$ cat src/rtl/dac_dual_regctl.sv
module dac_dual_regctl #(
  parameter int W = 10
) (
  input  logic         clk,
  input  logic         rst_n,
  input  logic         cmd_valid,
  input  logic [3:0]   cmd_op,
  input  logic [W-1:0] cmd_data,
  output logic [W-1:0] stage_a,
  output logic [W-1:0] stage_b,
  output logic [W-1:0] live_a,
  output logic [W-1:0] live_b,
  output logic         out_en,
  output logic         asleep
);

  logic ld_a, ld_b, xfer, wake, sleep_req;
  logic [W-1:0] nxt_a, nxt_b;

  always_comb begin
    ld_a = 1'b0; ld_b = 1'b0; xfer = 1'b0; wake = 1'b0; sleep_req = 1'b0;
    if (cmd_valid) begin
      unique case (cmd_op)
        4'b0001: ld_a = 1'b1;
        4'b0010: ld_b = 1'b1;
        4'b1000: begin xfer = 1'b1; wake = 1'b1; end
        4'b1001: begin ld_a = 1'b1; xfer = 1'b1; wake = 1'b1; end
        4'b1010: begin ld_b = 1'b1; xfer = 1'b1; wake = 1'b1; end
        4'b1101: wake = 1'b1;
        4'b1110: sleep_req = 1'b1;
        4'b1111: begin ld_a = 1'b1; ld_b = 1'b1; xfer = 1'b1; wake = 1'b1; end
        default: ;
      endcase
    end
  end

  assign nxt_a = ld_a ? cmd_data : stage_a;
  assign nxt_b = ld_b ? cmd_data : stage_b;
  assign out_en = ~asleep;

  always_ff @(posedge clk) begin
    if (!rst_n) begin
      stage_a <= '0; stage_b <= '0; live_a <= '0; live_b <= '0; asleep <= 1'b0;
    end else begin
      stage_a <= nxt_a;
      stage_b <= nxt_b;
      if (xfer) begin
        live_a <= nxt_a;
        live_b <= nxt_b;
      end
      if (wake) asleep <= 1'b0;
      else if (sleep_req) asleep <= 1'b1;
    end
  end

  assert_oe_inverse_R8: assert property (@(posedge clk) disable iff (!rst_n)
    out_en == !asleep);

  assert_idle_frozen_R8: assert property (@(posedge clk) disable iff (!rst_n)
    !cmd_valid |=> $stable(stage_a) && $stable(stage_b) && $stable(live_a)
                   && $stable(live_b) && $stable(asleep));

  assert_update_awake_R9: assert property (@(posedge clk) disable iff (!rst_n)
    (!$stable(live_a) || !$stable(live_b)) |-> !asleep
      && live_a == stage_a && live_b == stage_b);

  assert_power_only_R7: assert property (@(posedge clk) disable iff (!rst_n)
    (cmd_valid && (cmd_op == 4'b1101 || cmd_op == 4'b1110)) |=>
      $stable(stage_a) && $stable(stage_b) && $stable(live_a) && $stable(live_b));

  assert_sleep_code_R7: assert property (@(posedge clk) disable iff (!rst_n)
    (cmd_valid && cmd_op == 4'b1110) |=> asleep);

  assert_nop_R2: assert property (@(posedge clk) disable iff (!rst_n)
    (cmd_valid && cmd_op == 4'b0000) |=> $stable(asleep) && $stable(live_a)
      && $stable(stage_a) && $stable(stage_b));

endmodule

$ cat config.mk
export PLATFORM = sky130hd
export DESIGN_NAME = dac_dual_regctl
export DESIGN_NICKNAME = d
export VERILOG_FILES = /design/src/rtl/dac_dual_regctl.sv
export SDC_FILE = /design/constraint.sdc
export NUM_CORES = 1
export LEC_CHECK = 0
export BUFFER_PORTS_ARGS = -buffer_cell sky130_fd_sc_hd__buf_2
export CORE_MARGIN = 1.5
export CORE_UTILIZATION = 49
export DETAILED_ROUTE_END_ITERATION = 7
export PLACE_DENSITY = 0.78
export SLEW_MARGIN = 20
export SYNTH_ARGS = -nofsm -noshare
export SYNTH_HDL_FRONTEND = slang
export SYNTH_SLANG_ARGS = --single-unit
$ cat constraint.sdc
create_clock -name clk -period 1.29 [get_ports clk]
set_input_delay 0.129 -clock clk [delete_from_list [all_inputs] [get_ports clk]]
set_output_delay 0.129 -clock clk [all_outputs]
set_load 0.1 [all_outputs]
==> results of run 1 <==
cell usage after synthesis:
library cell / instances
sky130_fd_sc_hd__a22oi_1: 20
sky130_fd_sc_hd__nor3_2: 2
sky130_fd_sc_hd__and4_1: 1
sky130_fd_sc_hd__nor2_2: 1
sky130_fd_sc_hd__o21a_1: 1
sky130_fd_sc_hd__a41oi_1: 20
sky130_fd_sc_hd__nand3_1: 22
sky130_fd_sc_hd__inv_1: 2
sky130_fd_sc_hd__buf_2: 4
sky130_fd_sc_hd__o21ai_1: 20
sky130_fd_sc_hd__a21oi_1: 1
sky130_fd_sc_hd__buf_1: 1
sky130_fd_sc_hd__clkbuf_1: 8
sky130_fd_sc_hd__buf_4: 3
sky130_fd_sc_hd__or2_1: 1
sky130_fd_sc_hd__o21ai_0: 1
sky130_fd_sc_hd__a21boi_0: 1
sky130_fd_sc_hd__dfxtp_1: 41
sky130_fd_sc_hd__or3b_2: 1
sky130_fd_sc_hd__and3b_1: 1
sky130_fd_sc_hd__a31oi_1: 21
sky130_fd_sc_hd__nand2_1: 13
power groups by stage:
stage          clock network, mW  registers, mW  logic (mW)
2_1_floorplan                  0           1.98       0.203
3_3_place_gp                   0           1.43       0.947
3_5_place_dp                   0           1.43       0.951
4_1_cts                    0.728           1.40       0.953
5_1_grt                    0.788           1.42        1.01
6_report                   0.722           1.41       0.966
cells by family (layout without fill, tap and decap cells):
kind of cell,count (synthesis),count (layout),share of synthesized area (%)
flip-flops,41,41,48.16
buffers and inverters,18,85,4.919
AO/OA/AOI/OAI,85,85,34.14
AND/OR/NAND/NOR,42,42,12.78
registers in the layout, indices dropped and copies added (netlist names):
name / cells
live_a: 10
asleep: 1
stage_b: 10
stage_a: 10
live_b: 10
area by class of cell:
| cell class | count | area [sq um] | area share [%] |
|---|---|---|---|
| Inverter | 2 | 7.507 | 0.3266 |
| Tap cell | 46 | 57.56 | 2.504 |
| Multi-Input combinational cell | 127 | 805.8 | 35.06 |
| Sequential cell | 41 | 874.6 | 38.05 |
| Timing Repair Buffer | 76 | 485.5 | 21.12 |
| Clock inverter | 1 | 5.005 | 0.2177 |
| Clock buffer | 6 | 62.56 | 2.722 |
worst register-to-register path, delay by kind of cell (launching register included):
kind            cells  cell delay [ns]
flops               1             0.38
simple gates        1             0.44
compound gates      2             0.16
metal layers:
metal / wire length [um] / up-vias
li1: - / 880
met1: 2070 / 885
met2: 2115 / 97
met3: 428 / 5
met4: 35 / 0
met5: 0 / -
final timing paths:
check                           depth (start not counted)                  start  slack [ns]               endpoint
worst min-delay path                                    3              cmd_op[0]        0.12    asleep$_SDFFE_PP0P_
worst max register to register                          3    asleep$_SDFFE_PP0P_        0.24    asleep$_SDFFE_PP0P_
worst min register to register                          2  stage_a[9]$_SDFF_PN0_        0.52  stage_a[9]$_SDFF_PN0_
worst max-delay path                                    1  stage_a[5]$_SDFF_PN0_        0.03             stage_a[5]
per-stage QoR:
step,util [%],hold WS [ns],instances
2_1_floorplan,-,0.2684,186
3_3_place_gp,65.80,0.4740,292
3_5_place_dp,65.80,0.4692,292
4_1_cts,67.90,0.1085,299
5_1_grt,68.88,0.1232,299
6_report,68.88,0.1169,299
what timing repair did:
action / CTS / global route
endpoints found under the setup margin: 1 / 13
gates resized for setup: 1 / 13
hold buffers: 0 / 0
gates cloned: 0 / 0
setup buffers: 0 / 0
==> impl_summary.txt, run 1 <==
----------------------------------------------------
[Run status]
  Run status ... completed

[Critical path]
  Critical Path Source Type ... register
  Cell type group with the largest total delay on the critical path ... buffers and inverters
  Type of element capturing the critical path ... output pin
  Crit Path Class ... register to output pin
  Crit path cell chain ... buf_2
  Worst-path maximum fanout ... 3
  Slowest Stage Delay on Critical Path ... around 0.42 ns
  Slowest cell on crit path ... sky130_fd_sc_hd__buf_2
  Bufs and invs on worst path ... 1
  CP Data Required Time ... roughly 1.2 ns
  Data arrival time of the worst path ... around 1.1 ns

[STA]
  Fin Setup TNS ... 0 ns
  Achievable Freq ... about 800 MHz
  Setup repair after global routing missed its margin ... false
  Setup Viol. Count Final ... 0
  Post-Route Skew ... around 0.0052 ns
  Worst slew pin tran ... about 0.72 ns
  Post-route worst setup slack ... roughly 0.034 ns
  Final critical-path required period ... around 1.3 ns
  Worst-case headroom to the max-slew limit ... between 50% and 60%
  Share of the clock period used by the worst path after layout ... a little under 100%
  Total count of max-transition violations in the final report ... 0
  Final hold violations ... 0

[Logic synthesis]
  Average instance area after synthesis ... just over 9 sq um
  Top cells by area in the synthesized netlist ... sky130_fd_sc_hd__dfxtp_1 48%, sky130_fd_sc_hd__a41oi_1 10%, sky130_fd_sc_hd__a22oi_1 8.8%
  Share of the yosys chip area belonging to registers ... between 40% and 50%
  Post-synthesis cell count ... about 190
  Flip-flop and latch count after synthesis ... 41
  Synth warnings ... 0
  Cell area after synthesis ... 1704 sq um
  Cell type contributing the most total cell area after synthesis ... sky130_fd_sc_hd__dfxtp_1
  Number of unique standard cell types used by synthesis ... 22
  Syn_nets ... around 200
  Proportion of netlist area held by the largest area contributor ... between 40% and 50%

[Placed design]
  Global placement routability congestion ... between 0.7 and 0.8
  Post-Place Worst Slack ... roughly 0.013 ns
  Number of buffer cells added on primary ports ... 58
  Placed wire-length estimate after detailed placement ... 3179 um
  Post-Place Cell Area ... 2196 sq um

[Clocking]
  Worst skew pair latency ... around 0.34 ns
  Number of CTS-inserted buffers ... 5
  CTS clock-pin slew for the worst setup and hold paths ... approximately 0.12 ns
  Clock tree from TritonCTS ... yes
  Number of clock sinks ... 41
  Maximum buffer depth of the clock tree ... 2
  Root buf cell ... sky130_fd_sc_hd__clkbuf_4
  H-tree level count ... 2

[Power and ir drop]
  Worst-case vdd ir drop ... 0.0007735 V
  Logic gate share of total power ... 31.2%
  Switching component of the power ... between 1 and 1.5 mW
  P_leak ... about 0.9 nW
  Total power consumption of the routed design ... approximately 3.1 mW
  Clock network power share ... a little under a quarter
  Switch share ... roughly 39%
  Seq pwr share ... between 40% and 50%
  Internal power ... approximately 1.9 mW
  Power per Cell Area ... between 1000 and 1500 nW/um^2

[Routing]
  Via density per instance ... around 6.2
  Wirelength, routed ... 4649 um
  Vias post-DR ... about 1900
  Post-route ant nets ... 0
  Drc violations ... 0
  DR WL/cell ... 15.55 um
  Initial DRC Count ... approximately 160
  Number of detailed-routing iterations run before antenna repair ... 5

[GRT]
  Antenna violations before repair ... 0
  Combined global-route utilization of all metal layers ... around 27%
  Total gr overflow ... 0
  Via count of the first global-routing pass ... between 1500 and 2000
  Global-route track usage on met1 ... a little under two fifths
  GRT met2 Usage ... 41.52%
  Pin count of the biggest net entering global routing ... 41
  Met3 Resource Use GR ... around 5.4%
  Busiest grt layer ... met2
  First-pass GRT wire length ... around 7700 um

[Floorplanning]
  Number of placed I/O pins ... 59
  Initial core utilization ... between 50% and 60%
  Horiz. Die Dim ... 61.98 um
  Total core area ... about 3300 sq um
  Chip height ... 61.98 um
  Std cell rows ... 21
  DIE AREA ... between 3000 and 4000 sq um

[Run]
  Max capacitance violation total ... 0

[Final layout]
  Layout Cell Area excl Fill ... 2298 sq um
  # diodes ... 0
  Synthesis-to-layout area growth ... 34.87%
  Fillers ... 291
  Commonest non-fill, non-tap cell in the layout ... sky130_fd_sc_hd__buf_2
  Layout cell share with drive strength beyond 1 ... 50.59%
  Most frequent cells in the layout ... 44 x sky130_fd_sc_hd__buf_2, 40 x sky130_fd_sc_hd__dfxtp_2, 22 x sky130_fd_sc_hd__nand3_1
  Fin nets ... 270

[Worst hold path]
  Path type of the worst min-delay path ... primary input to register

----------------------------------------------------
(Power assumes the default switching activity.)
==> run 2: changes to the inputs <==
--- a/config.mk
+++ b/config.mk
@@ -5,6 +5,7 @@
 export SDC_FILE = /design/constraint.sdc
 export NUM_CORES = 1
 export LEC_CHECK = 0
+export ABC_AREA = 1
 export BUFFER_PORTS_ARGS = -buffer_cell sky130_fd_sc_hd__buf_2
 export CORE_MARGIN = 1.5
 export CORE_UTILIZATION = 49
==> run 2 against run 1 <==
- maximum frequency up 0.94%
- final area decreased by 3.9%
- via count down 12%
- non-clock buffer count is 12 lower
- largest cell class unchanged
==> impl_summary.txt, run 2 <==
----------------------------------------------------
[Routing]
  Initial DRC Count ... between 100 and 150
  Drc violations ... 0
  Number of detailed-routing iterations run before antenna repair ... 4
  Wirelength, routed ... between 3000 and 4000 um
  DR WL/cell ... between 10 and 15 um
  Via density per instance ... 4.842
  Vias post-DR ... around 1700
  Post-route ant nets ... 0

[Logic synthesis]
  Main synth FF type ... sky130_fd_sc_hd__dfxtp_1
  Cell type contributing the most total cell area after synthesis ... sky130_fd_sc_hd__dfxtp_1
  Asr flop ratio synth ... 0%
  Post-synthesis cell count ... 238
  Top cells by area in the synthesized netlist ... sky130_fd_sc_hd__dfxtp_1 46%, sky130_fd_sc_hd__nand3_1 12%, sky130_fd_sc_hd__inv_1 9.7%
  Flip-flop and latch count after synthesis ... 41
  Commonest cells in the netlist ... 46 x sky130_fd_sc_hd__inv_1, 42 x sky130_fd_sc_hd__nand2_1, 42 x sky130_fd_sc_hd__nand3_1, 41 x sky130_fd_sc_hd__dfxtp_1, 31 x sky130_fd_sc_hd__a21oi_1
  Number of flops mapped to enable cells by yosys ... 0
  Share of the yosys chip area belonging to registers ... 45.94%
  Cell area after synthesis ... around 1800 sq um
  Number of unique standard cell types used by synthesis ... 17
  Proportion of netlist area held by the largest area contributor ... 45.94%
  Synth warnings ... 0
  Syn_nets ... 255
  Average instance area after synthesis ... between 7 and 8 sq um
  Most frequent cell after synthesis ... sky130_fd_sc_hd__inv_1

[Floorplanning]
  Std cell rows ... 21
  Total core area ... 3416 sq um
  Number of placed I/O pins ... just under 60
  Initial core utilization ... 52.31%
  Horiz. Die Dim ... 63.39 um
  Chip height ... 63.39 um
  DIE AREA ... about 4000 sq um

[Worst hold path]
  Path type of the worst min-delay path ... primary input to register
  Hold path depth ... 3
  WHS Endpoint ... stage_a[9]$_SDFF_PN0_
  Min-delay src ... cmd_data[9]

[Final layout]
  Commonest non-fill, non-tap cell in the layout ... sky130_fd_sc_hd__buf_2
  Area used by sequential logic in the layout ... about 900 sq um
  Synthesis-to-layout area growth ... 23.60%
  Multi-input logic area ... 691.9 sq um
  # diodes ... 0
  Fillers ... between 300 and 400
  Most frequent cells in the layout ... 54 x sky130_fd_sc_hd__buf_2, 45 x sky130_fd_sc_hd__inv_1, 42 x sky130_fd_sc_hd__nand2_1, 42 x sky130_fd_sc_hd__nand3_1, 40 x sky130_fd_sc_hd__dfxtp_2
  Fin nets ... around 310
  Layout cell share with drive strength beyond 1 ... 44.75%

[Critical path]
  Internal reg-to-reg setup slack ... around 0.57 ns
  Slowest cell on crit path ... sky130_fd_sc_hd__buf_2
  Crit Path Class ... register to output pin
  CP Data Required Time ... ~1.2 ns
  Critical Path Source Type ... register
  Slowest Stage Delay on Critical Path ... ~0.42 ns
  Crit path cell chain ... buf_2
  Critical register-to-register path startpoint ... asleep$_SDFFE_PP0P_
  Data arrival time of the worst path ... 1.12 ns
  Type of element capturing the critical path ... output pin
  Bufs and invs on worst path ... 1
  Logic depth of the worst path, buffers included ... 1
  Worst-path maximum fanout ... 2
  RR Endpoint ... asleep$_SDFFE_PP0P_
  Logic depth of the worst register-to-register path ... 2
  Cell type group with the largest total delay on the critical path ... buffers and inverters

[Power and ir drop]
  Worst-case vdd ir drop ... ~0.00063 V
  Power per Cell Area ... between 1000 and 1500 nW/um^2
  P_leak ... around 1.1 nW

[Placed design]
  Global placement routability congestion ... ~0.88
  Post-Place Worst Slack ... roughly 0.054 ns
  Placed wire-length estimate after detailed placement ... around 2900 um
  Number of buffer cells added on primary ports ... slightly below 60

[Clocking]
  Worst skew pair latency ... 0.35 ns
  Root buf cell ... sky130_fd_sc_hd__clkbuf_4
  Post CTS Setup Buffer Count ... 0
  # hold bufs at CTS ... 0
  Number of CTS-inserted buffers ... 5
  CTS clock-pin slew for the worst setup and hold paths ... 0.11 ns
  H-tree level count ... 2
  Number of clock sinks ... slightly above 40
  Clock tree from TritonCTS ... yes
  Maximum buffer depth of the clock tree ... 2

[STA]
  Post-route worst setup slack ... 0.04598 ns
  Share of the clock period used by the worst path after layout ... 96.44%
  Worst slew pin tran ... between 0.4 and 0.5 ns
  Fin Setup TNS ... 0 ns
  Worst-case headroom to the max-slew limit ... just under 70%
  Post-Route Skew ... roughly 0.0042 ns
  Final critical-path required period ... around 1.2 ns
  Setup Viol. Count Final ... 0
  Final hold violations ... 0
  Total count of max-transition violations in the final report ... 0
  Setup repair after global routing missed its margin ... false
  Achievable Freq ... roughly 800 MHz

[GRT]
  Via count of the first global-routing pass ... 1462
  Antenna violations before repair ... 0
  Total gr overflow ... 0
  Pin count of the biggest net entering global routing ... between 40 and 50
  Combined global-route utilization of all metal layers ... between 20% and 30%
  First-pass GRT wire length ... ~6600 um

[Run]
  Max capacitance violation total ... 0

[Run status]
  Run status ... completed

----------------------------------------------------
## run 2: changes by cell type after synthesis, sizes merged, moves of 3 or more
| cell | previous run | this run |
|---|---|---|
| clkbuf | 8 | 2 |
| nand3 | 22 | 42 |
| inv | 2 | 48 |
| nand2 | 13 | 50 |
| a41oi | 20 | 1 |
| a21oi | 1 | 41 |
| buf | 8 | 11 |
| a31oi | 21 | 0 |
| o21ai | 21 | 0 |
| a22oi | 20 | 0 |
## run 2: kinds of logic after synthesis
family	count (synthesis)	synth area share, %
flops	41	45.94
compound gates	42	14.08
buf+inv	61	15.34
simple gates	94	24.65
## run 2: repair_timing
item | 4_1_cts | 5_1_grt
resized for setup | 1 | 3
setup endpoints to repair | 1 | 3
hold endpoints to repair | 0 | 0
## run 2: metrics by stage
step	util (%)	cell area (sq um)	hold WS, ns	power [mW]	cells
after CTS	64.43	2201	0.06627	2.664	341
after detailed placement	63.11	2156	0.4397	2.108	335
after global placement	63.11	2156	0.4357	2.101	335
after floorplan	-	1844	0.3095	1.991	238
after global routing	64.65	2208	0.07375	2.777	341
final	64.65	2208	0.06918	2.659	341
## run 2: how the worst max path moves through the flow
stage	startpoint	to	slack, ns
CTS	asleep$_SDFFE_PP0P_	asleep	0.008
finish	stage_a[9]$_SDFF_PN0_	stage_a[9]	0.05
detailed placement	cmd_op[1]	live_b[1]$_SDFFE_PN0P_	0.05
floorplan	asleep$_SDFFE_PP0P_	out_en	0.13
global route	live_a[8]$_SDFFE_PN0P_	live_a[8]	0.0008
global placement	cmd_op[2]	live_a[7]$_SDFFE_PN0P_	0.10
## run 2: worst min-delay path: cells and delay by family
kind / cells / cell delay, ns
compound gates: 1 / 0.06
simple gates: 1 / 0.09
buf+inv: 1 / 0.10
## run 2: report_power, final
group          leakage, nW  internal (mW)  total [mW]  switching [mW]
clock               0.0269          0.189       0.578           0.389
sequential           0.353           1.33        1.35          0.0265
combinational        0.747          0.138       0.726           0.587
## run 2: area by class of cell
type,instances,share of cell area [%]
Tap cell,46,2.606
Clock buffer,5,1.700
Clock inverter,1,0.2266
Multi-Input combinational cell,136,31.33
Inverter,48,8.329
Timing Repair Buffer,64,16.20
Sequential cell,41,39.60
## run 2: per-layer routing
layer  part of all wire, %  global-route usage (%)
met1                    46                   27.30
met2                    46                   32.24
met3                   6.2                   4.464
met4                   2.0                   11.41
met5                     0                       0
==> run 3: changes to the inputs <==
--- a/config.mk
+++ b/config.mk
@@ -10,6 +10,7 @@
 export CORE_MARGIN = 1.5
 export CORE_UTILIZATION = 49
 export DETAILED_ROUTE_END_ITERATION = 7
+export MAX_ROUTING_LAYER = met4
 export PLACE_DENSITY = 0.78
 export SLEW_MARGIN = 20
 export SYNTH_ARGS = -nofsm -noshare
==> run 3 against run 2 <==
- global-route usage increased by 0.58 points
- count of clock-buffer cells in the layout unchanged
- register-to-register slack about the same
- highest routed layer unchanged
- sequential share of layout area unchanged
- maximum frequency about the same
- total power about the same
- worst setup slack about the same
==> impl_summary.txt, run 3 (synthesis results as in run 2) <==
----------------------------------------------------
[Clocking]
  CTS clock-pin slew for the worst setup and hold paths ... about 0.11 ns
  Maximum buffer depth of the clock tree ... 2
  Number of CTS-inserted buffers ... 5
  Worst skew pair latency ... around 0.35 ns
  Post CTS Setup Buffer Count ... 0
  Cts repair resizes ... 1
  # hold bufs at CTS ... 0
  Root buf cell ... sky130_fd_sc_hd__clkbuf_4
  Number of clock sinks ... between 40 and 50
  Clock tree from TritonCTS ... yes
  H-tree level count ... 2

[Run status]
  Run status ... completed

[Routing]
  Drc violations ... 0
  Via density per instance ... ~4.8
  Vias post-DR ... about 1700
  Initial DRC Count ... roughly 120
  DR WL/cell ... about 12 um
  Wirelength, routed ... roughly 4000 um
  Number of detailed-routing iterations run before antenna repair ... 4
  Post-route ant nets ... 0

[Floorplanning]
  Chip height ... 63.39 um
  Std cell rows ... 21
  Total core area ... 3416 sq um
  Number of placed I/O pins ... 59
  Initial core utilization ... a little over half
  DIE AREA ... between 4000 and 5000 sq um
  Horiz. Die Dim ... ~63 um

[GRT]
  Pin count of the biggest net entering global routing ... 42
  Total gr overflow ... 0
  Via count of the first global-routing pass ... around 1500
  Met3 Resource Use GR ... roughly 4.5%
  First-pass GRT wire length ... 6603 um
  GRT met2 Usage ... between 30% and 40%
  Busiest grt layer ... met2
  Combined global-route utilization of all metal layers ... between 20% and 30%
  Antenna violations before repair ... 0
  Global-route track usage on met1 ... roughly 27%

[Critical path]
  CP Data Required Time ... about 1.2 ns
  Critical Path Source Type ... register
  Slowest Stage Delay on Critical Path ... 0.42 ns
  Worst setup startpoint ... stage_a[9]$_SDFF_PN0_
  Crit Path Class ... register to output pin
  Slowest cell on crit path ... sky130_fd_sc_hd__buf_2
  Bufs and invs on worst path ... 1
  Crit path cell chain ... buf_2
  Data arrival time of the worst path ... 1.12 ns
  Worst-path maximum fanout ... 2
  Critical register-to-register path startpoint ... asleep$_SDFFE_PP0P_
  Cell type group with the largest total delay on the critical path ... buffers and inverters
  Type of element capturing the critical path ... output pin

[STA]
  Worst slew pin tran ... between 0.4 and 0.5 ns
  Final hold violations ... 0
  Post-Route Skew ... approximately 0.0064 ns
  Fin Setup TNS ... 0 ns
  Share of the clock period used by the worst path after layout ... 96.44%
  Final critical-path required period ... approximately 1.2 ns
  Achievable Freq ... between 800 and 900 MHz
  Worst hold slack across all endpoints ... ~0.069 ns
  Setup repair after global routing missed its margin ... false
  Total count of max-transition violations in the final report ... 0
  Setup Viol. Count Final ... 0
  Worst-case headroom to the max-slew limit ... 67.41%

[Final layout]
  Synthesis-to-layout area growth ... 23.60%
  Most frequent cells in the layout ... 54 x sky130_fd_sc_hd__buf_2, 45 x sky130_fd_sc_hd__inv_1, 42 x sky130_fd_sc_hd__nand2_1, 42 x sky130_fd_sc_hd__nand3_1, 40 x sky130_fd_sc_hd__dfxtp_2
  Commonest non-fill, non-tap cell in the layout ... sky130_fd_sc_hd__buf_2
  Layout cell share with drive strength beyond 1 ... between 40 and 50%
  Fin nets ... between 300 and 400
  # diodes ... 0

[Power and ir drop]
  Worst-case vdd ir drop ... ~0.00063 V
  Clock network power share ... between 20 and 25%
  Logic gate share of total power ... roughly 27%
  Switch share ... ~38%
  Seq pwr share ... about half
  Switching component of the power ... around 1.0 mW
  P_leak ... 1.126 nW
  Internal power ... 1.656 mW
  Power per Cell Area ... 1205 nW/um^2

[Run]
  Max capacitance violation total ... 0

[Placed design]
  Placed wire-length estimate after detailed placement ... 2894 um
  Global placement routability congestion ... 0.8929
  Number of buffer cells added on primary ports ... 58

[Worst hold path]
  Min-delay src ... cmd_data[9]
  Path type of the worst min-delay path ... primary input to register

----------------------------------------------------
-- run 3: cell counts in the layout (fill, tap and decap cells not counted) --
Identical to the previous run, type by type.
-- run 3: area by class of cell --
class                           count  area, sq um
Clock buffer                        5        37.54
Clock inverter                      1        5.005
Fill cell                         323         1207
Inverter                           48        183.9
Multi-Input combinational cell    136        691.9
Sequential cell                    41        874.6
Tap cell                           46        57.56
Timing Repair Buffer               64        357.8
-- run 3: path summary, 6_finish.rpt --
kind                           end  slack [ns]  cells past startpoint
min          stage_a[9]$_SDFF_PN0_        0.07                      3
max                     stage_a[9]        0.05                      1
max reg2reg    asleep$_SDFFE_PP0P_        0.57                      2
min reg2reg  stage_b[2]$_SDFF_PN0_        0.49                      2
-- run 3: per-layer routing --
layer	routed length (um)	part of all wire, %	vias up
li1	-	-	862
met5	0	0	-
met3	245	6.1	8
met4	78	2.0	0
met1	1800	45	728
met2	1861	47	55
-- run 3: power groups by stage --
| stage | clock network (mW) | registers [mW] | logic (mW) |
|---|---|---|---|
| floorplan | 0 | 1.78 | 0.209 |
| global placement | 0 | 1.38 | 0.718 |
| detailed placement | 0 | 1.38 | 0.723 |
| CTS | 0.583 | 1.36 | 0.725 |
| global route | 0.649 | 1.36 | 0.765 |
| finish | 0.580 | 1.35 | 0.725 |
-- run 3: stage by stage --
| stage | total power [mW] | cells | setup slack [ns] | instance area, sq um | util [%] |
|---|---|---|---|---|---|
| global route | 2.777 | 341 | 0.0008344 | 2208 | 64.65 |
| finish | 2.660 | 341 | 0.04592 | 2208 | 64.65 |
| floorplan | 1.991 | 238 | 0.1272 | 1844 | - |
| global placement | 2.101 | 335 | 0.1018 | 2156 | 63.11 |
| CTS | 2.664 | 341 | 0.007998 | 2201 | 64.43 |
| detailed placement | 2.108 | 335 | 0.05368 | 2156 | 63.11 |
